<file path="src/rtl/pm_pkg.sv">
package pm_pkg;
  localparam int SECT_W  = 8;
  localparam int OFF_W   = 16;
  localparam int DEPTH_W = 3;
  localparam int LEN_W   = 4;

  typedef struct packed {
    logic               en;
    logic               anch;
    logic               any_depth;
    logic [DEPTH_W-1:0] depth;
    logic [SECT_W-1:0]  sect;
    logic [OFF_W-1:0]   aoff;
    logic [LEN_W-1:0]   len_m1;
  } rule_cfg_t;
endpackage

</file>
<file path="src/rtl/pm_cfg_regs.sv">
module pm_cfg_regs
  import pm_pkg::*;
#(
  parameter int NUM_RULES = 4,
  parameter int PAT_LEN   = 8,
  parameter int RULE_W    = $clog2(NUM_RULES),
  parameter int REG_W     = $clog2(PAT_LEN + 2)
) (
  input  logic                               clk,
  input  logic                               rst,
  input  logic                               cfg_we,
  input  logic [RULE_W+REG_W-1:0]            cfg_addr,
  input  logic [31:0]                        cfg_wdata,
  output rule_cfg_t                          cfg     [NUM_RULES],
  output logic [NUM_RULES-1:0][PAT_LEN-1:0][7:0] pat_val,
  output logic [NUM_RULES-1:0][PAT_LEN-1:0][7:0] pat_msk
);
  localparam logic [LEN_W-1:0] LEN_MAX = LEN_W'(PAT_LEN - 1);

  logic [RULE_W-1:0] wr_rule;
  logic [REG_W-1:0]  wr_reg;
  logic [LEN_W-1:0]  wr_len;

  assign wr_rule = cfg_addr[RULE_W+REG_W-1:REG_W];
  assign wr_reg  = cfg_addr[REG_W-1:0];
  assign wr_len  = (cfg_wdata[19:16] > LEN_MAX) ? LEN_MAX : cfg_wdata[19:16];

  for (genvar r = 0; r < NUM_RULES; r++) begin : g_rule
    logic hit_rule;
    assign hit_rule = cfg_we && (wr_rule == RULE_W'(r));

    always_ff @(posedge clk) begin
      if (rst) begin
        cfg[r] <= '0;
      end else if (hit_rule && wr_reg == REG_W'(0)) begin
        cfg[r].sect      <= cfg_wdata[7:0];
        cfg[r].anch      <= cfg_wdata[8];
        cfg[r].any_depth <= cfg_wdata[9];
        cfg[r].depth     <= cfg_wdata[12:10];
        cfg[r].en        <= cfg_wdata[13];
        cfg[r].len_m1    <= wr_len;
      end else if (hit_rule && wr_reg == REG_W'(1)) begin
        cfg[r].aoff      <= cfg_wdata[OFF_W-1:0];
      end
    end

    for (genvar k = 0; k < PAT_LEN; k++) begin : g_byte
      always_ff @(posedge clk) begin
        if (rst) begin
          pat_val[r][k] <= '0;
          pat_msk[r][k] <= '0;
        end else if (hit_rule && wr_reg == REG_W'(k + 2)) begin
          pat_val[r][k] <= cfg_wdata[7:0];
          pat_msk[r][k] <= cfg_wdata[15:8];
        end
      end
    end

    // stored length never indexes past the pattern
    a_r8_len_in_range: assert property (@(posedge clk) disable iff (rst)
      cfg[r].len_m1 <= LEN_MAX);
  end
endmodule

</file>
<file path="src/rtl/pm_rule_engine.sv">
module pm_rule_engine
  import pm_pkg::*;
#(
  parameter int PAT_LEN = 8,
  parameter int IDX_W   = (PAT_LEN > 1) ? $clog2(PAT_LEN) : 1
) (
  input  logic                     clk,
  input  logic                     rst,
  input  logic                     in_valid,
  input  logic [7:0]               in_data,
  input  logic [SECT_W-1:0]        in_sect,
  input  logic [OFF_W-1:0]         in_off,
  input  logic [DEPTH_W-1:0]       in_depth,
  input  logic                     in_eof,
  input  rule_cfg_t                cfg,
  input  logic [PAT_LEN-1:0][7:0]  pat_val,
  input  logic [PAT_LEN-1:0][7:0]  pat_msk,
  output logic                     verdict
);
  logic [PAT_LEN-1:0] prog;
  logic [PAT_LEN-1:0] eq;
  logic [PAT_LEN-1:0] nxt;
  logic               sel;
  logic               start_ok;
  logic               full;
  logic               sticky;

  assign sel      = cfg.en && (in_sect == cfg.sect) &&
                    (cfg.any_depth || (in_depth == cfg.depth));
  assign start_ok = !cfg.anch || (in_off == cfg.aoff);

  always_comb begin
    for (int k = 0; k < PAT_LEN; k++)
      eq[k] = ((in_data ^ pat_val[k]) & pat_msk[k]) == 8'h00;
    nxt[0] = sel && start_ok && eq[0];
    for (int k = 1; k < PAT_LEN; k++)
      nxt[k] = sel && prog[k-1] && eq[k];
  end

  assign full    = nxt[cfg.len_m1[IDX_W-1:0]];
  assign verdict = sticky || (in_valid && full);

  always_ff @(posedge clk) begin
    if (rst) begin
      prog   <= '0;
      sticky <= 1'b0;
    end else if (in_valid) begin
      if (in_eof) begin
        prog   <= '0;
        sticky <= 1'b0;
      end else begin
        prog <= nxt;
        if (full) sticky <= 1'b1;
      end
    end
  end

  // a byte outside the target section wipes all progress
  a_r3_wipe_on_other_section: assert property (@(posedge clk) disable iff (rst)
    (in_valid && !sel) |=> (prog == '0));

  // an anchored rule cannot start away from its anchor offset
  a_r2_no_start_off_anchor: assert property (@(posedge clk) disable iff (rst)
    (in_valid && cfg.anch && (in_off != cfg.aoff)) |=> !prog[0]);

  // nothing survives an end-of-packet byte
  a_r6_clear_at_eof: assert property (@(posedge clk) disable iff (rst)
    (in_valid && in_eof) |=> (!sticky && prog == '0));
endmodule

</file>
<file path="src/rtl/pm_offset_matcher.sv">
module pm_offset_matcher
  import pm_pkg::*;
#(
  parameter int NUM_RULES = 4,
  parameter int PAT_LEN   = 8,
  parameter int RULE_W    = $clog2(NUM_RULES),
  parameter int REG_W     = $clog2(PAT_LEN + 2)
) (
  input  logic                    clk,
  input  logic                    rst,
  input  logic                    in_valid,
  input  logic [7:0]              in_data,
  input  logic [SECT_W-1:0]       in_sect,
  input  logic [OFF_W-1:0]        in_off,
  input  logic [DEPTH_W-1:0]      in_depth,
  input  logic                    in_eof,
  input  logic                    cfg_we,
  input  logic [RULE_W+REG_W-1:0] cfg_addr,
  input  logic [31:0]             cfg_wdata,
  output logic [NUM_RULES-1:0]    rule_hit,
  output logic                    pkt_hit,
  output logic                    pkt_done
);
  rule_cfg_t                               cfg [NUM_RULES];
  logic [NUM_RULES-1:0][PAT_LEN-1:0][7:0]  pat_val;
  logic [NUM_RULES-1:0][PAT_LEN-1:0][7:0]  pat_msk;
  logic [NUM_RULES-1:0]                    verdict;

  pm_cfg_regs #(
    .NUM_RULES(NUM_RULES), .PAT_LEN(PAT_LEN), .RULE_W(RULE_W), .REG_W(REG_W)
  ) u_regs (
    .clk(clk), .rst(rst), .cfg_we(cfg_we), .cfg_addr(cfg_addr),
    .cfg_wdata(cfg_wdata), .cfg(cfg), .pat_val(pat_val), .pat_msk(pat_msk)
  );

  for (genvar r = 0; r < NUM_RULES; r++) begin : g_eng
    pm_rule_engine #(.PAT_LEN(PAT_LEN)) u_eng (
      .clk(clk), .rst(rst), .in_valid(in_valid), .in_data(in_data),
      .in_sect(in_sect), .in_off(in_off), .in_depth(in_depth), .in_eof(in_eof),
      .cfg(cfg[r]), .pat_val(pat_val[r]), .pat_msk(pat_msk[r]),
      .verdict(verdict[r])
    );
  end

  always_ff @(posedge clk) begin
    if (rst) begin
      rule_hit <= '0;
      pkt_hit  <= 1'b0;
      pkt_done <= 1'b0;
    end else begin
      pkt_done <= in_valid && in_eof;
      if (in_valid && in_eof) begin
        rule_hit <= verdict;
        pkt_hit  <= |verdict;
      end else begin
        rule_hit <= '0;
        pkt_hit  <= 1'b0;
      end
    end
  end

  // a rule hit only ever follows an end-of-packet byte
  a_r6_hit_after_eof: assert property (@(posedge clk) disable iff (rst)
    (|rule_hit) |-> $past(in_valid && in_eof));

  // every end-of-packet byte yields a done strobe
  a_r7_done_per_eof: assert property (@(posedge clk) disable iff (rst)
    (in_valid && in_eof) |=> pkt_done);

  // the packet flag never appears without a done strobe
  a_r7_flag_with_done: assert property (@(posedge clk) disable iff (rst)
    pkt_hit |-> pkt_done);
endmodule

</file>
<file path="config.mk">
export PLATFORM = sky130hd
export DESIGN_NAME = pm_offset_matcher
export DESIGN_NICKNAME = d
export VERILOG_FILES = /design/src/rtl/pm_pkg.sv /design/src/rtl/pm_cfg_regs.sv /design/src/rtl/pm_rule_engine.sv /design/src/rtl/pm_offset_matcher.sv
export SDC_FILE = /design/constraint.sdc
export NUM_CORES = 2
export LEC_CHECK = 0
export ABC_AREA = 1
export BUFFER_PORTS_ARGS = -buffer_cell sky130_fd_sc_hd__buf_2
export CAP_MARGIN = 15
export CORE_MARGIN = 4
export CORE_UTILIZATION = 45
export DETAILED_ROUTE_END_ITERATION = 16
export PLACE_DENSITY = 0.58
export SYNTH_ARGS = -nofsm -noshare
export SYNTH_HDL_FRONTEND = slang
export SYNTH_HIERARCHICAL = 1
export SYNTH_SLANG_ARGS = --single-unit
</file>
<file path="constraint.sdc">
create_clock -name clk -period 2.2 [get_ports clk]
set_input_delay 0.44 -clock clk [delete_from_list [all_inputs] [get_ports clk]]
set_output_delay 0.44 -clock clk [all_outputs]
set_load 0.01 [all_outputs]
</file>
After elaboration in Yosys (flattened, before gate mapping)
Cells that the tools add are included.
- register bits: 682
- input port bits: 78
- output and inout port bits: 6
- logic and storage cells: 407
- order comparisons: 5
- equality and inequality tests: 24
- multiplexer cells: 21
- bitwise operators: 69
- reduce and logical (&&, ||, !) cells: 185
- operators by type and width (cell ; count):
    AND 8 bit ; 32
    zero test 8 bit ; 32
    bitwise XOR 8 bit ; 32
    logical AND 1 bit ; 121
    equality test 16 bit ; 4
    equality test 8 bit ; 4
    two-way mux 7 bit ; 4
    equality test 4 x 3 -> 1 bit (second input constant) ; 4
    less-than comparator 3 x 4 -> 1 bit (second input constant) ; 4
    AND reduction 2 bit ; 8
    binary-select mux 1 bit (select 3 bit) ; 4
    equality test 3 bit ; 4
    logical OR 1 bit ; 12
    two-way mux 1 bit ; 12
    equality test 4 x 2 -> 1 bit (second input constant) ; 2
    equality test 4 bit (second input constant) ; 2
    nonzero test 2 bit ; 4
    NOT 1 bit ; 5
    equality test 2 bit (second input constant) ; 2
    equality test 4 x 1 -> 1 bit (second input constant) ; 1
    greater-than comparator 4 x 3 -> 1 bit (second input constant) ; 1
    zero test 1 bit ; 4
    zero test 4 bit ; 1
    OR reduction 4 bit ; 1
    other kinds (4) ; 4

Depth between registers and ports, before layout
- depth in word-level cells: 10
- depth in mapped cells: 20
- depth with buffers taken out: 20

Cells and area by module
Netlist, hierarchy kept.
- modules (own cells, without submodules) (module ; times used ; cells each ; area an instance (µm²) ; seq. area each (µm²)):
    pm_cfg_regs ; 1 ; 3641 ; 25471.9 ; 12972.4
    pm_rule_engine ; 4 ; 452 ; 2240.9 ; 160.2
    pm_offset_matcher ; 1 ; 22 ; 186.4 ; 120.1

Worst setup path after synthesis
No wires, ideal clock.
- path type: input port to flip-flop
- start: input in_sect[7]
- end: register pkt_hit
- library setup time: 0.056 ns
- arrival: 1.652 ns
- data required time: 2.144 ns
- slack: 0.492 ns
- stages on the path: 17
- buffers on the path: 1
- path through: inv_1 a21boi_2 nand2_1 nor2_1 nand2_2 nor2_8 buf_6 nand3_1 nand3_1 nand2_1 nand2_1 nand3_2 nand2_1 nor2_1 nand2_1 nand2_1 inv_1
- cells in the longest elaborated chain, start to end: 10
- elaborated cells on any way between the ends: 93
- those cells by class: eq/ne (4); mux (8); reduce/logical (81)
- RTL lines (item ; RTL line ; source):
    start: declaration ; pm_offset_matcher.sv:13 ; input logic [SECT_W-1:0] in_sect,
    equality test 8 bit (*) ; pm_rule_engine.sv:28 ; assign sel = cfg.en && (in_sect == cfg.sect) &&
    logical AND 1 bit (*) (2 in series) ; pm_rule_engine.sv:28 ;
    logical AND 1 bit (on tied branches) (2 in series) ; pm_rule_engine.sv:35, pm_rule_engine.sv:37 ;
    binary-select mux 1 bit (select 3 bit) (*) ; pm_rule_engine.sv:40 ; assign full = nxt[cfg.len_m1[IDX_W-1:0]];
    two-way mux 1 bit (not written as such) (*) ; pm_rule_engine.sv:40 ;
    logical AND 1 bit (*) ; pm_rule_engine.sv:41 ; assign verdict = sticky || (in_valid && full);
    logical OR 1 bit (*) ; pm_rule_engine.sv:41 ;
    via verdict[1] ; pm_offset_matcher.sv:27 ; logic [NUM_RULES-1:0] verdict;
    OR reduction 4 bit (*) ; pm_offset_matcher.sv:54 ; pkt_hit <= |verdict;
    end signal: assignment ; pm_offset_matcher.sv:54 ;
    end: declaration ; pm_offset_matcher.sv:21 ; output logic pkt_hit,
Mark *: on every way through the listed nets, which the timed path passes. The rest lies on a longest branch. The select of a mux whose other input is x is not followed.
A chain may end at the register's enable or synchronous reset.

Final worst setup path
- start: register u_regs/cfg[108] (netlist name)
- end: register pkt_hit
- cells in the longest elaborated chain, start to end: 9
- RTL lines (item ; RTL line ; source):
    equality test 16 bit ; pm_rule_engine.sv:30 ; assign start_ok = !cfg.anch || (in_off == cfg.aoff);
    logical OR 1 bit ; pm_rule_engine.sv:30 ;
    logical AND 1 bit (2 in series) ; pm_rule_engine.sv:35 ; nxt[0] = sel && start_ok && eq[0];
    binary-select mux 1 bit (select 3 bit) ; pm_rule_engine.sv:40 ;
    two-way mux 1 bit (not written as such) ; pm_rule_engine.sv:40 ;
    logical AND 1 bit ; pm_rule_engine.sv:41 ;
    logical OR 1 bit ; pm_rule_engine.sv:41 ;
    via verdict[0] ; pm_offset_matcher.sv:27 ;
    OR reduction 4 bit ; pm_offset_matcher.sv:54 ;
The timed path passes the listed nets, and every way through them passes these cells. The select of a mux whose other input is x is not followed.

==> summary.txt <==
status -> finished clean
final hold slack -> 0.2836 ns
area of the multi-input gates -> 18,220 sq um
Pre-Repair DR Iteration Count -> 6
Crit. End Element -> flop
RSZ-0062 raised after global routing -> false
max-cap viol count -> 0
IO Port Bufs -> 71
crit-path cells -> inv_1 -> nand2_1 -> nand2_1 -> nor2_1 -> nand2_1 -> nor2_1 -> buf_4 -> nand2_1 -> nand2_1 -> nand4_1 -> nand2_1 -> nand2_1 -> nand2_1 -> nand3_2 -> nand2_2 -> nor2_1 -> nand2_1 -> nand2_1 -> inv_1
Leakage -> 16.63 nW
DP HPWL -> 68,350 microns
# DRC -> 0
Largest stage delay, worst path -> 0.34 ns
WL/cell -> 16.74 microns
die height -> 284.9 microns
total power -> 28.19 mW
Core ar. -> 75,950 sq um
final setup violation count -> 0
DIE WIDTH -> 284.9 microns
final worst path period share -> 91.70%
H-Tree Depth -> 3
hold_sp -> cfg_wdata[15]
RR Endpoint -> pkt_hit
TritonCTS Sinks -> 682
post-route cell area -> 39,920 sq um
Mapped Area -> 34,510 sq um
P&R area growth vs syn -> 15.67%
Placed Instance Area -> 37,360 sq um
layout cells sized above 1 -> 10.71%
Arrival @ worst endpoint -> 2.59 ns
placed cells -> 6,453
number of CTS-inserted buffers -> 78
Total Die Area -> 81,190 sq um
synthesized area per cell -> 6.322 sq um
Util after Layout -> 52.56%
Layout fillers -> 7,641
final hold vios -> 0
worst reg2reg path depth -> 19
gr ovfl total -> 0
Post-Syn Instances -> 5,459
initial DRC count -> 3,174
Fmax -> 495.7 MHz
WHS Endpoint -> u_regs/pat_msk[215]
Setup Skew -> 0.02071 ns
family with the most delay on the worst path -> simple AND/OR/NAND/NOR gates
clk root buf -> clkbuf_16
Slew @ Worst Pin -> 0.5697 ns
final std cells w/o fill -> 6,595
CP Max Fanout -> 3
Peak supply drop -> 0.5517 mV
Initial Utilization -> 45.44%
crit path time final -> 2.017 ns
first-pass GRT wire length -> 169,900 microns
Total Routing Usage GR -> 26.36%
syn_nets -> 5,537
GPL Wtd Cong -> 0.8514
vias in the first global route -> 29,476
max_slew headroom -> 61.96%
via count -> 32,937
ANT nets after route -> 0
Worst Setup Start Kind -> flop
WP data required -> 2.77 ns
initial antenna violation count -> 3
Clock Path Buffers -> 3
worst hold path depth -> 5
drt total wl -> 110,400 microns
hold_buf cts -> 0
CTS clock-pin slew for the worst setup and hold paths -> 0.06 ns
Slew Viols, Final -> 0
worst reg-to-reg setup slack -> 0.18 ns
num ports -> 84
Setup CP Type -> reg2reg
RR Startpoint -> u_regs/cfg[108]
Final #Nets -> 5,582
site row count -> 101
CP most frequent cell -> nand2_1
postcts setup bufs -> 0
clk_lat worst skew -> 0.63 ns
Worst Path Buf+Inv -> 3
Worst path slowest cell -> dfxtp_1
Ys Warns -> 6
Hold Crit Class -> in2reg
largest net degree at the start of global routing -> 88
FF/Latch Area -> 13,650 sq um
Pwr Density -> 706.2 nW/um^2
CTS tree -> built
Via-to-Cell Ratio -> 4.994
## layout by cell type, fill, tap and decap left out, drive strengths merged, types with 4 or more instances in the layout
cell and count:
clkinv 13, or2 96, o22ai 4, nand2 1401, bufinv 4, nand4 20
xor2 76, buf 303, nand3 849, clkbuf 123, nor2 1641, a21o 4
xnor2 8, a21oi 32, dfxtp 682, o21a 16, inv 287, a21boi 4
## how the worst max path moves through the flow
stage / endpoint / from / cells after the start
detailed placement: pkt_hit / in_data[4] / 19
CTS: pkt_hit / u_regs/cfg[108] / 19
global placement: pkt_hit / in_data[4] / 19
floorplan: pkt_hit / in_sect[7] / 17
finish: pkt_hit / u_regs/cfg[108] / 19
global route: pkt_hit / u_regs/cfg[54] / 18
## sequential cells by signal, indices dropped and copies added, names as in the netlist
| register | flops |
|---|---|
| pkt_hit | 1 |
| g_eng.u_eng/prog | 28 |
| u_regs/cfg | 132 |
| u_regs/pat_msk | 256 |
| pkt_done | 1 |
| u_regs/pat_val | 256 |
| rule_hit | 4 |
| g_eng.u_eng/sticky | 4 |
## worst register-to-register path: stages, from the launching register on
cell	delay, ns
dfxtp_1	0.34
inv_1	0.04
nand2_1	0.05
nand2_1	0.04
nor2_1	0.11
nand2_1	0.10
nor2_1	0.11
buf_4	0.13
nand2_1	0.06
nand2_1	0.19
nand4_1	0.12
nand2_1	0.08
nand2_1	0.05
nand2_1	0.07
nand3_2	0.11
nand2_2	0.16
nor2_1	0.06
nand2_1	0.06
nand2_1	0.04
inv_1	0.05
## metrics by stage
step / worst slack (ns) / setup TNS (ns)
3_3_place_gp: -0.2947 / -1.357
3_5_place_dp: -0.2891 / -1.530
4_1_cts: 0.1590 / 0
5_1_grt: 0.01398 / 0
6_report: 0.1827 / 0
2_1_floorplan: 0.4918 / 0
## metal layers
metal	share of wire [%]	vias up	global-route usage, %
li1	-	16959	-
met1	46	14915	36.98
met2	44	895	41.82
met3	6.6	164	4.652
met4	2.8	4	7.325
met5	0.025	-	0
## final cells by class
class / count / share of cell area, %
Timing Repair Buffer: 303 / 7.836
Sequential cell: 682 / 34.20
Tap cell: 1030 / 3.228
Antenna cell: 1 / 0.006268
Inverter: 287 / 2.730
Clock buffer: 123 / 5.848
Clock inverter: 17 / 0.5109
Multi-Input combinational cell: 4152 / 45.64
## power by group
part	leakage (nW)	internal, mW	switching (mW)
sequential	5.50	12.4	0.0543
clock	1.25	7.75	5.37
combinational	9.89	0.847	1.73
total	16.6	21.0	7.16
## what timing repair did
action | 4_1_cts | 5_1_grt
endpoints found under the hold margin | 0 | 0
gates resized for setup | 0 | 4
setup endpoints to repair | 0 | 2
(Power assumes the default switching activity.)
